`src/rtl/chan_seq_pkg.sv`:
```
package chan_seq_pkg;
  localparam int WORD_W  = 36;
  localparam int ADDR_W  = 15;
  localparam int CNT_W   = 15;
  localparam int OP_W    = 3;
  localparam int OP_LSB  = WORD_W - OP_W;
  localparam int CNT_LSB = OP_LSB - CNT_W;

  typedef enum logic [2:0] {
    ST_IDLE,
    ST_CMD,
    ST_IN_DEV,
    ST_IN_WR,
    ST_OUT_RD,
    ST_OUT_DEV
  } st_e;

  typedef enum logic [1:0] {
    DIR_NONE_LO = 2'b00,
    DIR_IN      = 2'b01,
    DIR_OUT     = 2'b10,
    DIR_NONE_HI = 2'b11
  } dir_e;
endpackage

```
`src/rtl/chan_seq_dec.sv`:
```
module chan_seq_dec
  import chan_seq_pkg::*;
(
  input  logic [OP_W-1:0]  op_i,
  input  logic [CNT_W-1:0] cnt_i,
  output logic             disc_o,
  output logic             go_in_o,
  output logic             go_out_o,
  output logic             stop_o,
  output logic             zero_o
);
  dir_e dir;

  assign dir      = dir_e'(op_i[1:0]);
  assign disc_o   = op_i[OP_W-1];
  assign go_in_o  = (dir == DIR_IN);
  assign go_out_o = (dir == DIR_OUT);
  assign stop_o   = !(go_in_o || go_out_o);
  assign zero_o   = (cnt_i == '0);
endmodule

```
`src/rtl/chan_seq_mem_if.sv`:
```
module chan_seq_mem_if (
  input  logic clk_i,
  input  logic rst_ni,
  input  logic want_i,
  input  logic hold_i,
  input  logic done_i,
  output logic req_o,
  output logic done_o
);
  logic outst_q;

  // one access in flight; yield to processor ownership
  assign req_o  = want_i && !hold_i && !outst_q;
  assign done_o = done_i && outst_q;

  always_ff @(posedge clk_i or negedge rst_ni) begin
    if (!rst_ni)     outst_q <= 1'b0;
    else if (req_o)  outst_q <= 1'b1;
    else if (done_o) outst_q <= 1'b0;
  end
endmodule

```
`src/rtl/chan_seq_ctrs.sv`:
```
module chan_seq_ctrs
  import chan_seq_pkg::*;
(
  input  logic              clk_i,
  input  logic              rst_ni,
  input  logic              clc_load_i,
  input  logic [ADDR_W-1:0] clc_val_i,
  input  logic              clc_inc_i,
  input  logic              cmd_load_i,
  input  logic [CNT_W-1:0]  cnt_val_i,
  input  logic [ADDR_W-1:0] addr_val_i,
  input  logic              step_i,
  output logic [ADDR_W-1:0] clc_o,
  output logic [CNT_W-1:0]  cnt_o,
  output logic [ADDR_W-1:0] addr_o,
  output logic              last_o
);
  logic [ADDR_W-1:0] clc_q, addr_q;
  logic [CNT_W-1:0]  cnt_q;

  always_ff @(posedge clk_i or negedge rst_ni) begin
    if (!rst_ni)         clc_q <= '0;
    else if (clc_load_i) clc_q <= clc_val_i;
    else if (clc_inc_i)  clc_q <= clc_q + 1'b1;
  end

  always_ff @(posedge clk_i or negedge rst_ni) begin
    if (!rst_ni) begin
      cnt_q  <= '0;
      addr_q <= '0;
    end else if (cmd_load_i) begin
      cnt_q  <= cnt_val_i;
      addr_q <= addr_val_i;
    end else if (step_i) begin
      cnt_q  <= cnt_q - 1'b1;
      addr_q <= addr_q + 1'b1;
    end
  end

  assign clc_o  = clc_q;
  assign cnt_o  = cnt_q;
  assign addr_o = addr_q;
  assign last_o = (cnt_q == CNT_W'(1));
endmodule

```
`src/rtl/chan_seq.sv`:
```
module chan_seq
  import chan_seq_pkg::*;
(
  input  logic              clk_i,
  input  logic              rst_ni,
  input  logic              ld_req_i,
  input  logic [ADDR_W-1:0] ld_addr_i,
  output logic              busy_o,
  output logic              ld_err_o,
  input  logic              cpu_hold_i,
  output logic              mem_req_o,
  output logic              mem_we_o,
  output logic [ADDR_W-1:0] mem_addr_o,
  output logic [WORD_W-1:0] mem_wdata_o,
  input  logic              mem_done_i,
  input  logic [WORD_W-1:0] mem_rdata_i,
  input  logic              dev_in_valid_i,
  input  logic [WORD_W-1:0] dev_in_data_i,
  output logic              dev_in_ready_o,
  output logic              dev_out_valid_o,
  output logic [WORD_W-1:0] dev_out_data_o,
  input  logic              dev_out_ready_i
);
  st_e               state_q, state_d, end_st;
  logic              disc_q, disc_d;
  logic              err_q;
  logic [WORD_W-1:0] buf_q;
  logic              want, m_done;
  logic              clc_load, cmd_load, step;
  logic [ADDR_W-1:0] clc, cur_addr;
  logic [CNT_W-1:0]  cnt;
  logic              last;
  logic              dec_disc, dec_in, dec_out, dec_stop, dec_zero;

  chan_seq_dec i_dec (
    .op_i     (mem_rdata_i[WORD_W-1:OP_LSB]),
    .cnt_i    (mem_rdata_i[CNT_LSB +: CNT_W]),
    .disc_o   (dec_disc),
    .go_in_o  (dec_in),
    .go_out_o (dec_out),
    .stop_o   (dec_stop),
    .zero_o   (dec_zero)
  );

  chan_seq_ctrs i_ctrs (
    .clk_i      (clk_i),
    .rst_ni     (rst_ni),
    .clc_load_i (clc_load),
    .clc_val_i  (ld_addr_i),
    .clc_inc_i  (cmd_load),
    .cmd_load_i (cmd_load),
    .cnt_val_i  (mem_rdata_i[CNT_LSB +: CNT_W]),
    .addr_val_i (mem_rdata_i[ADDR_W-1:0]),
    .step_i     (step),
    .clc_o      (clc),
    .cnt_o      (cnt),
    .addr_o     (cur_addr),
    .last_o     (last)
  );

  chan_seq_mem_if i_mem_if (
    .clk_i  (clk_i),
    .rst_ni (rst_ni),
    .want_i (want),
    .hold_i (cpu_hold_i),
    .done_i (mem_done_i),
    .req_o  (mem_req_o),
    .done_o (m_done)
  );

  assign want   = (state_q == ST_CMD) || (state_q == ST_IN_WR) || (state_q == ST_OUT_RD);
  assign end_st = disc_q ? ST_IDLE : ST_CMD;

  always_comb begin
    state_d  = state_q;
    disc_d   = disc_q;
    clc_load = 1'b0;
    cmd_load = 1'b0;
    step     = 1'b0;
    unique case (state_q)
      ST_IDLE: begin
        if (ld_req_i) begin
          clc_load = 1'b1;
          state_d  = ST_CMD;
        end
      end
      ST_CMD: begin
        if (m_done) begin
          cmd_load = 1'b1;
          disc_d   = dec_disc;
          if (dec_stop)      state_d = ST_IDLE;
          else if (dec_zero) state_d = dec_disc ? ST_IDLE : ST_CMD;
          else if (dec_in)   state_d = ST_IN_DEV;
          else if (dec_out)  state_d = ST_OUT_RD;
        end
      end
      ST_IN_DEV: begin
        if (dev_in_valid_i) state_d = ST_IN_WR;
      end
      ST_IN_WR: begin
        if (m_done) begin
          step    = 1'b1;
          state_d = last ? end_st : ST_IN_DEV;
        end
      end
      ST_OUT_RD: begin
        if (m_done) state_d = ST_OUT_DEV;
      end
      ST_OUT_DEV: begin
        if (dev_out_ready_i) begin
          step    = 1'b1;
          state_d = last ? end_st : ST_OUT_RD;
        end
      end
      default: state_d = ST_IDLE;
    endcase
  end

  always_ff @(posedge clk_i or negedge rst_ni) begin
    if (!rst_ni) begin
      state_q <= ST_IDLE;
      disc_q  <= 1'b0;
      err_q   <= 1'b0;
    end else begin
      state_q <= state_d;
      disc_q  <= disc_d;
      err_q   <= ld_req_i && (state_q != ST_IDLE);
    end
  end

  always_ff @(posedge clk_i or negedge rst_ni) begin
    if (!rst_ni)                                        buf_q <= '0;
    else if ((state_q == ST_IN_DEV) && dev_in_valid_i) buf_q <= dev_in_data_i;
    else if ((state_q == ST_OUT_RD) && m_done)         buf_q <= mem_rdata_i;
  end

  assign busy_o          = (state_q != ST_IDLE);
  assign ld_err_o        = err_q;
  assign mem_we_o        = (state_q == ST_IN_WR);
  assign mem_addr_o      = (state_q == ST_CMD) ? clc : cur_addr;
  assign mem_wdata_o     = buf_q;
  assign dev_in_ready_o  = (state_q == ST_IN_DEV);
  assign dev_out_valid_o = (state_q == ST_OUT_DEV);
  assign dev_out_data_o  = buf_q;
endmodule

```
`config.mk`:
```
export PLATFORM = sky130hd
export DESIGN_NAME = chan_seq
export DESIGN_NICKNAME = d
export VERILOG_FILES = /design/src/rtl/chan_seq_pkg.sv /design/src/rtl/chan_seq_dec.sv /design/src/rtl/chan_seq_mem_if.sv /design/src/rtl/chan_seq_ctrs.sv /design/src/rtl/chan_seq.sv
export SDC_FILE = /design/constraint.sdc
export NUM_CORES = 1
export LEC_CHECK = 0
export ABC_AREA = 1
export BUFFER_PORTS_ARGS = -buffer_cell sky130_fd_sc_hd__buf_2
export CORE_MARGIN = 2
export CORE_UTILIZATION = 47
export DETAILED_ROUTE_END_ITERATION = 8
export PLACE_DENSITY = 0.78
export SYNTH_ARGS = -nofsm -noshare
export SYNTH_HDL_FRONTEND = slang
export SYNTH_HIERARCHICAL = 1
export SYNTH_SLANG_ARGS = --single-unit
```
`constraint.sdc`:
```
create_clock -name clk_i -period 2.2 [get_ports clk_i]
set_clock_uncertainty 0.2 [all_clocks]
set_input_delay 0.44 -clock clk_i [delete_from_list [all_inputs] [get_ports clk_i]]
set_output_delay 0.44 -clock clk_i [all_outputs]
set_load 0.02 [all_outputs]
```
### Word level (Yosys, flattened, before mapping)

Cells that the tools add are included.

| word-level totals | value |
|---|---|
| input port bits | 94 |
| register bits after elaboration | 87 |

| operators by class | value |
|---|---|
| reductions and logical operators | 20 |
| add/subtract/negate cells | 3 |
| equal/unequal tests | 15 |
| multiplexer cells | 32 |

Operators with widths:

| operator | number |
|---|---|
| two-way mux 15 bit | 7 |
| two-way mux 36 bit | 2 |
| two-way mux 3 bit | 11 |
| adder 15 x 1 -> 15 bit, second input constant | 2 |
| case mux 3 bit (6 select lines) | 1 |
| equality test 15 x 1 -> 1 bit, second input constant | 1 |
| logical NOT 15 bit | 1 |
| subtractor 15 x 1 -> 15 bit, second input constant | 1 |
| two-way mux 1 bit | 9 |
| inequality test 2 bit, second input constant | 4 |
| nonzero test 2 bit | 4 |
| AND reduction 7 bit | 1 |
| equality test 3 x 2 -> 1 bit, second input constant | 2 |
| equality test 3 bit, second input constant | 2 |
| logical AND 1 bit | 6 |
| inequality test 5 x 3 -> 1 bit, second input constant | 1 |
| inequality test 2 x 1 -> 1 bit, second input constant | 2 |
| equality test 3 x 1 -> 1 bit, second input constant | 1 |
| logical NOT 3 bit | 1 |
| logical OR 1 bit | 3 |
| nonzero test 3 bit | 1 |
| equality test 2 x 1 -> 1 bit, second input constant | 1 |
| equality test 2 bit, second input constant | 1 |
| logical NOT 1 bit | 2 |
| 3 further kinds | 3 |

### Depth between registers and ports, before layout

Gate-level depths: netlist of the first run.

| logic depth | value |
|---|---|
| word-level depth | 7 |
| depth in mapped cells | 13 |
| mapped depth without buffers | 12 |

### Hierarchy

Netlist of the first run, hierarchy kept.

Modules (own cells, without submodules):

| module | times used | area each (um2) | seq. area each (um2) | cells an instance |
|---|---|---|---|---|
| chan_seq_ctrs | 1 | 2945.3 | 1126.1 | 392 |
| chan_seq | 1 | 2662.6 | 1026.0 | 391 |
| chan_seq_dec | 1 | 145.1 | 0.0 | 33 |
| chan_seq_mem_if | 1 | 67.6 | 25.0 | 10 |

### Least setup slack after synthesis of the first run

Ideal clock, no wire load.

| timing path | value |
|---|---|
| path kind | reg2reg |
| from | register state_q[2] |
| to | register i_ctrs.addr_q[11], in the netlist i_ctrs/addr_o[11] |
| path slack | 0.089 ns |
| data required time | 1.879 ns |
| buffers on the path | 1 |
| setup time | 0.121 ns |
| arrival time | 1.789 ns |
| stages on the path, launching flop included | 11 |
| cell sequence | dfrtp_1 -> inv_2 -> nand2_1 -> nor2_1 -> nand2_1 -> o21ai_0 -> or2_4 -> inv_4 -> buf_4 -> a22oi_1 -> nand2_1 |

| on the way | value |
|---|---|
| longest elaborated chain between the ends | 3 |
| elaborated cells on any way between the ends | 7 |

Ends and longest elaborated chain:

| element | RTL line | source |
|---|---|---|
| start, declared | chan_seq.sv:24 | `st_e state_q, state_d, end_st;` |
| start signal, assigned | chan_seq.sv:125 | `state_q <= state_d;` |
| equality test 3 x 2 -> 1 bit | - |  |
| named net mem_we_o | chan_seq.sv:12 | `output logic mem_we_o,` |
| case mux 1 bit (2 select lines) | chan_seq.sv:80 | `unique case (state_q)` |
| named net step | chan_seq.sv:29 | `logic clc_load, cmd_load, step;` |
| nonzero test 2 bit (no line) | - |  |
| end signal, assigned | chan_seq_ctrs.sv:33 | `addr_q <= addr_val_i;` |
| end signal, assigned | chan_seq_ctrs.sv:36 | `addr_q <= addr_q + 1'b1;` |
| end, declared | chan_seq_ctrs.sv:18 | `logic [ADDR_W-1:0] clc_q, addr_q;` |

The timed path passes the listed nets, and every way through them passes these cells.
A chain may end at the register's enable or synchronous reset.

### Worst setup path after layout of the first run

| timing path | value |
|---|---|
| from | register state_q[2] |
| to | output mem_addr_o[10] |

| on the way | value |
|---|---|
| longest elaborated chain between the ends | 2 |

Ends and longest elaborated chain:

| element | RTL line | source |
|---|---|---|
| equality test 3 x 1 -> 1 bit | chan_seq.sv:140 | `assign mem_addr_o = (state_q == ST_CMD) ? clc : cur_addr;` |
| two-way mux 15 bit | chan_seq.sv:140 |  |
| end, declared | chan_seq.sv:13 | `output logic [ADDR_W-1:0] mem_addr_o,` |

No other way between the ends.

==> results.sh, run 1 <==
export IMPL_outcome="complete, no violations"
export IMPL_coreArea_sq_um=12060
export IMPL_antenna_found_initial=0
export IMPL_die_area_sq_um=13290
export IMPL_fin_ws_ns=0.02076
export IMPL_hold_viol=0
export IMPL_slew_headroom_pct=65.64
export IMPL_grt_start_max_net_pins=41
export IMPL_ys_warnings_count=6
export IMPL_hp_start="ld_addr_i[10]"
export IMPL_whs_endpoint="i_ctrs/clc_o[10]"
export IMPL_p_per_area_nw_per_um2=1428
export IMPL_ff2ff_setup_slack_ns=0.08
export IMPL_startpoint_type="flop"
export IMPL_syn2layout_area_growth_pct=22.49
export IMPL_r2r_start="state_q[2]"
export IMPL_vias=5787
export IMPL_vias_per_cell=5.010
export IMPL_routed_wl_um=16130
export IMPL_clk_pin_slew_ns=0.06
export IMPL_portBuffers=186
export IMPL_synth_nets=926
export IMPL_hp_class="input pin to flop"
export IMPL_ys_types=38
export IMPL_netlist_instances=826
export IMPL_yosysSeqAreaShare_pct=37.40
export IMPL_fin_crit_ns=2.179
export IMPL_cts_root_buf="clkbuf_16"
export IMPL_dp_hpwl_um=11860
export IMPL_grt_pass1_vias=5210
export IMPL_cts_sinks=87
export IMPL_synth_edf_count=0
export IMPL_crit_required_ns=1.56
export IMPL_place_ws_ns=0.06062
export IMPL_fp_dieW_um=115.3
export IMPL_fin_area_sq_um=7129
export IMPL_rr_worst_depth=8
export IMPL_timing_max_cap_violations=0
export IMPL_htreeDepth=3
export IMPL_drt_iter0_drc=390
export IMPL_die_h_um=115.3
export IMPL_avgSynthCellArea_sq_um=7.047
export IMPL_antenna_cells=0
export IMPL_drtAntennaViolNets=0
export IMPL_place_area_sq_um=6639
export IMPL_rsz0062_at_grt="yes"
export IMPL_path_max_fanout=7
export IMPL_post_route_cells_drive_above_1_share_pct=28.77
export IMPL_ys_ff_latch=87
export IMPL_crit_arrival_ns=1.54
export IMPL_grt_pass1_wl_um=25310
export IMPL_num_rows=40
export IMPL_drc=0
export IMPL_gp_congestion=0.8763
export IMPL_power_leakage_nw=3.987
export IMPL_gr_usage_all_layers_pct=24.02
export IMPL_grt_overflow_total=0
export IMPL_wl_per_cell_um=13.96
export IMPL_fin_util_pct=59.11
export IMPL_holdPathStages=3
export IMPL_tightest_slew_ns=0.5154
export IMPL_start_util_pct=48.26
export IMPL_cts_made_buffers=9
export IMPL_timing_hold_ws_ns=0.1126
export IMPL_clockBufferDepth=2
export IMPL_p_total_mw=10.18
export IMPL_critical_path_class="flop to output port"
export IMPL_r2r_end="i_ctrs/cnt_o[1]"
export IMPL_clk_latency_ns=0.34
export IMPL_firstDrtPassIters=5
export IMPL_report_final_slew_viol_count=0
export IMPL_post_route_period_util_pct=99.06
export IMPL_max_freq_mhz=458.9
export IMPL_io_pins=187
export IMPL_endpoint_kind="output port"
export IMPL_syn_cell_area_sq_um=5821
export IMPL_peakVddDrop_uv=727.0
export IMPL_async_reset_ff_share_pct=100.0
export IMPL_fin_nets=1082
export IMPL_setup_viol=0
export IMPL_cts_tree="done"
export IMPL_synthFlopType="dfrtp_1"
-- sequential cells by signal, indices dropped and copies added (netlist names) --
| signal | count |
|---|---|
| disc_q | 1 |
| state_q | 3 |
| ld_err_o | 1 |
| i_ctrs/addr_o | 15 |
| dev_out_data_o | 36 |
| i_ctrs/cnt_o | 15 |
| i_mem_if/outst_q | 1 |
| i_ctrs/clc_o | 15 |
-- per-stage QoR --
step / std cells / TNS (ns)
6_report: 1155 / 0
5_1_grt: 1155 / -0.1946
4_1_cts: 1148 / 0
3_5_place_dp: 1131 / 0
3_3_place_gp: 1131 / 0
2_1_floorplan: 826 / 0
-- metal layers --
metal	vias up	part of all wire, %	GRT usage (%)
li1	2910	-	-
met1	2665	45	32.45
met2	193	47	39.88
met3	19	6.2	3.585
met4	0	1.9	7.550
met5	-	0	0
-- power by group --
part           total, mW  switching [mW]  internal, mW
clock               1.39           0.630         0.761
combinational       5.55            3.45          2.09
sequential          3.24           0.875          2.37
total               10.2            4.96          5.22
-- worst max-delay path by stage --
stage | startpoint | to | slack [ns] | cells past startpoint
after floorplan | state_q[2] | i_ctrs/addr_o[11] | 0.09 | 10
after global placement | state_q[2] | i_ctrs/clc_o[12] | 0.06 | 12
after detailed placement | state_q[2] | i_ctrs/clc_o[12] | 0.06 | 12
after CTS | state_q[2] | mem_addr_o[2] | 0.004 | 6
after global routing | state_q[2] | mem_addr_o[10] | -0.04 | 6
final | state_q[2] | mem_addr_o[10] | 0.02 | 6
-- cell usage after synthesis (2+ instances only) --
library cell / number / area [sq um]
nor2_4: 4 / 45.04
nand4_1: 8 / 50.05
xor2_1: 6 / 52.55
nand3_2: 5 / 50.05
a21oi_1: 4 / 20.02
inv_2: 8 / 30.03
or2_2: 2 / 12.51
xnor2_1: 8 / 70.07
buf_2: 10 / 50.05
nor2_8: 2 / 40.04
nand2_2: 8 / 50.05
a22oi_1: 30 / 225.2
buf_4: 43 / 322.8
o221ai_1: 2 / 17.52
buf_6: 5 / 56.30
clkbuf_1: 5 / 18.77
dfrtp_1: 87 / 2177
nand2_1: 270 / 1013
inv_4: 2 / 12.51
nor2_1: 50 / 187.7
nand3b_1: 2 / 15.01
ha_1: 6 / 75.07
nand3_1: 58 / 290.3
o21bai_1: 2 / 15.01
o211ai_1: 5 / 37.54
inv_1: 96 / 360.4
o21ai_1: 10 / 50.05
o21ai_0: 74 / 370.4
nor2_2: 5 / 31.28
-- worst max-delay path, cell delays in order (launching register included) --
cell,delay [ns]
dfrtp_2,0.47
nor2_4,0.14
nand2_4,0.12
clkbuf_16,0.19
nand2_1,0.07
nand2_1,0.05
buf_2,0.15
-- logic make-up (layout without fill, tap and decap cells) --
family,count (synthesis),in the layout,synth area share [%]
XOR/XNOR,14,14,2.107
AO/OA/AOI/OAI,129,129,12.92
AND/OR/NAND/NOR,419,419,31.51
adder cells (fa/ha/maj),6,6,1.290
flip-flops,87,87,37.40
buffers and inverters,171,332,14.77
-- repair_timing --
action	in CTS	in global routing
pin swaps	0	3
setup buffers	0	5
gates cloned	0	2
resized for setup	9	43
hold buffers	1	0
setup endpoints to repair	15	45
hold endpoints to repair	32	0
-- layout make-up --
type                    count  area, sq um
repair inverters            1        5.005
well taps                 168        210.2
clock buffers              12        236.5
flip-flops and latches     87         2181
multi-input cells         568         2849
inverters                 107        422.9
clock inverters             4        22.52
fillers                  1151         4932
repair buffers            208         1202
-- layout by cell type (no fill, tap or decap), drive strengths merged --
cell         instances
nand3b               2
dlygate4sd3          1
nand3               64
nand2              279
a22oi               30
xor2                 6
nand4                8
o221ai               2
nor3                 1
o211ai               5
clkinvlp             3
xnor2                8
o21bai               2
inv                105
a21oi                4
clkinv               4
ha                   6
o21ai               85
dfrtp               87
a21o                 1
buf                206
nor2                61
clkbuf              13
or2                  4
Note: power is estimated with default switching activity, not from simulation.
==> run 2: changes to the inputs <==
--- a/config.mk
+++ b/config.mk
@@ -8,9 +8,10 @@
 export ABC_AREA = 1
 export BUFFER_PORTS_ARGS = -buffer_cell sky130_fd_sc_hd__buf_2
 export CORE_MARGIN = 2
-export CORE_UTILIZATION = 47
+export CORE_UTILIZATION = 52
 export DETAILED_ROUTE_END_ITERATION = 8
-export PLACE_DENSITY = 0.78
+export GPL_ROUTABILITY_DRIVEN = 1
+export PLACE_DENSITY = 0.81
 export SYNTH_ARGS = -nofsm -noshare
 export SYNTH_HDL_FRONTEND = slang
 export SYNTH_HIERARCHICAL = 1
==> constraint.sdc (replaced) <==
create_clock -name clk_i -period 2.3 [get_ports clk_i]
set_clock_uncertainty 0.2 [all_clocks]
set_input_delay 0.46 -clock clk_i [delete_from_list [all_inputs] [get_ports clk_i]]
set_output_delay 0.46 -clock clk_i [all_outputs]
set_load 0.02 [all_outputs]
==> run 2 against run 1 <==
Against the previous run:
- non-clock buffer count is 6 lower
- design area is 3.8% lower
- cell count is 3.0% lower
- count of clock-buffer cells in the layout is 3 lower
- die area is 9.3% lower
- clock power is 16% lower
- register-to-register slack better by 0.20 ns
- power is 10% lower
- flip-flop and latch count stayed put
- via count is 0.52% lower
- hold slack worse by 0.0085 ns
- global-route usage is 2.1 points higher
- largest cell class unchanged
- highest routed layer unchanged
==> results.sh, run 2 (synthesis gave the netlist of run 1 again) <==
export IMPL_io_pins=187
export IMPL_routed_wl_um=15540
export IMPL_cts_root_buf="clkbuf_8"
export IMPL_r2r_end="i_ctrs/addr_o[8]"
export IMPL_fp_dieW_um=109.8
export IMPL_portBuffers=186
export IMPL_hp_class="input pin to flop"
export IMPL_tightest_slew_ns=0.3656
export IMPL_rsz0062_at_grt="no"
export IMPL_holdPathStages=3
export IMPL_clk_latency_ns=0.36
export IMPL_whs_endpoint="i_ctrs/clc_o[9]"
export IMPL_drt_iter0_drc=434
export IMPL_post_route_cells_drive_above_1_share_pct=27.04
export IMPL_grt_overflow_total=0
export IMPL_num_rows=38
export IMPL_r2r_start="state_q[2]"
export IMPL_fin_util_pct=62.97
export IMPL_vias=5757
export IMPL_max_freq_mhz=453.6
export IMPL_largest_reg_flops=36
export IMPL_power_leakage_nw=3.906
export IMPL_drtAntennaViolNets=0
export IMPL_final_cell_mix="nand2_1, buf_2, inv_1"
export IMPL_grt_pass1_wl_um=24820
export IMPL_p_per_area_nw_per_um2=1333
export IMPL_outcome="complete, no violations"
export IMPL_gp_congestion=0.9063
export IMPL_fin_area_sq_um=6857
export IMPL_antenna_found_initial=0
export IMPL_timing_hold_ws_ns=0.1041
export IMPL_ff2ff_setup_slack_ns=0.28
export IMPL_post_route_period_util_pct=95.86
export IMPL_dp_hpwl_um=11630
export IMPL_clk_pin_slew_ns=0.11
export IMPL_antenna_cells=0
export IMPL_drc=0
export IMPL_start_util_pct=53.46
export IMPL_hold_viol=0
export IMPL_hp_start="ld_addr_i[9]"
export IMPL_rr_worst_depth=9
export IMPL_endpoint_kind="output port"
export IMPL_cts_tree="done"
export IMPL_grt_pass1_vias=5262
export IMPL_coreArea_sq_um=10890
export IMPL_fin_crit_ns=2.205
export IMPL_grt_start_max_net_pins=47
export IMPL_peakVddDrop_uv=720.7
export IMPL_fin_nets=1075
export IMPL_setup_viol=0
export IMPL_gr_usage_all_layers_pct=26.10
export IMPL_cts_sinks=87
export IMPL_path_max_fanout=15
export IMPL_firstDrtPassIters=5
export IMPL_wl_per_cell_um=13.87
export IMPL_timing_max_cap_violations=0
export IMPL_report_final_slew_viol_count=0
export IMPL_tns_ns=0
export IMPL_layout_commonest_cell="nand2_1"
export IMPL_die_h_um=109.8
export IMPL_startpoint_type="flop"
export IMPL_place_area_sq_um=6596
export IMPL_slew_headroom_pct=75.59
export IMPL_critical_path_class="flop to output port"
export IMPL_crit_arrival_ns=1.54
export IMPL_htreeDepth=3
export IMPL_clockBufferDepth=2
export IMPL_syn2layout_area_growth_pct=17.80
export IMPL_vias_per_cell=5.140
export IMPL_die_area_sq_um=12060
export IMPL_crit_required_ns=1.64
export IMPL_cts_made_buffers=9
-- run 2: cell count changes in the layout (fill, tap and decap cells not counted), moves of 2 or more --
| cell | previous run | this run |
|---|---|---|
| buf_2 | 173 | 185 |
| buf_4 | 22 | 14 |
| buf_6 | 9 | 1 |
| clkbuf_1 | 3 | 0 |
| clkbuf_16 | 10 | 0 |
| clkbuf_8 | 0 | 9 |
| clkinv_2 | 3 | 0 |
| inv_6 | 0 | 3 |
| inv_8 | 0 | 2 |
| nand2_1 | 256 | 269 |
| nand2_2 | 21 | 8 |
-- run 2: power breakdown --
group,switching (mW),internal (mW),total (mW)
logic,3.16,1.73,4.90
clock network,0.643,0.526,1.17
registers,0.821,2.26,3.08
-- run 2: worst max-delay path by stage --
stage,from,end,slack [ns],cells past startpoint
after CTS,state_q[2],mem_addr_o[8],0.01,6
after floorplan,state_q[2],i_ctrs/addr_o[11],0.19,10
after global placement,state_q[2],mem_addr_o[8],0.25,6
after detailed placement,state_q[2],i_ctrs/clc_o[12],0.24,12
after global routing,state_q[2],mem_addr_o[7],0.02,6
final,state_q[2],mem_addr_o[2],0.1,6
-- run 2: stage by stage --
| stage | setup WS, ns | std cells | power, mW |
|---|---|---|---|
| after global placement | 0.2467 | 1102 | 7.818 |
| after global routing | 0.02126 | 1120 | 9.970 |
| after CTS | 0.01163 | 1119 | 9.110 |
| final | 0.09525 | 1120 | 9.143 |
| after detailed placement | 0.2413 | 1102 | 7.917 |
| after floorplan | 0.1892 | 826 | 6.826 |
-- run 2: routing by layer --
metal	wire (um)	up-vias	global-route usage, %
met4	81	0	5.877
met2	7309	220	43.21
met1	7063	2637	36.10
li1	-	2893	-
met3	1080	7	3.972
met5	0	-	0
-- run 2: worst max-delay path, stage by stage, from the launching register on --
cell	delay, ns
dfrtp_2	0.47
nor2_4	0.15
nand2_4	0.10
buf_6	0.17
nand2_1	0.08
nand2_1	0.07
buf_2	0.16
-- run 2: layout make-up --
type / count / area [sq um]
clock inverters: 7 / 85.08
fillers: 1023 / 4031
flip-flops and latches: 87 / 2181
multi-input cells: 568 / 2804
inverters: 107 / 415.4
well taps: 140 / 175.2
repair buffers: 202 / 1072
clock buffers: 9 / 123.9
-- run 2: repair_timing --
action	CTS	global route
setup endpoints to repair	15	16
hold buffers	1	0
buffers inserted	0	1
gates cloned	0	0
resized for setup	5	7
endpoints found under the hold margin	22	0
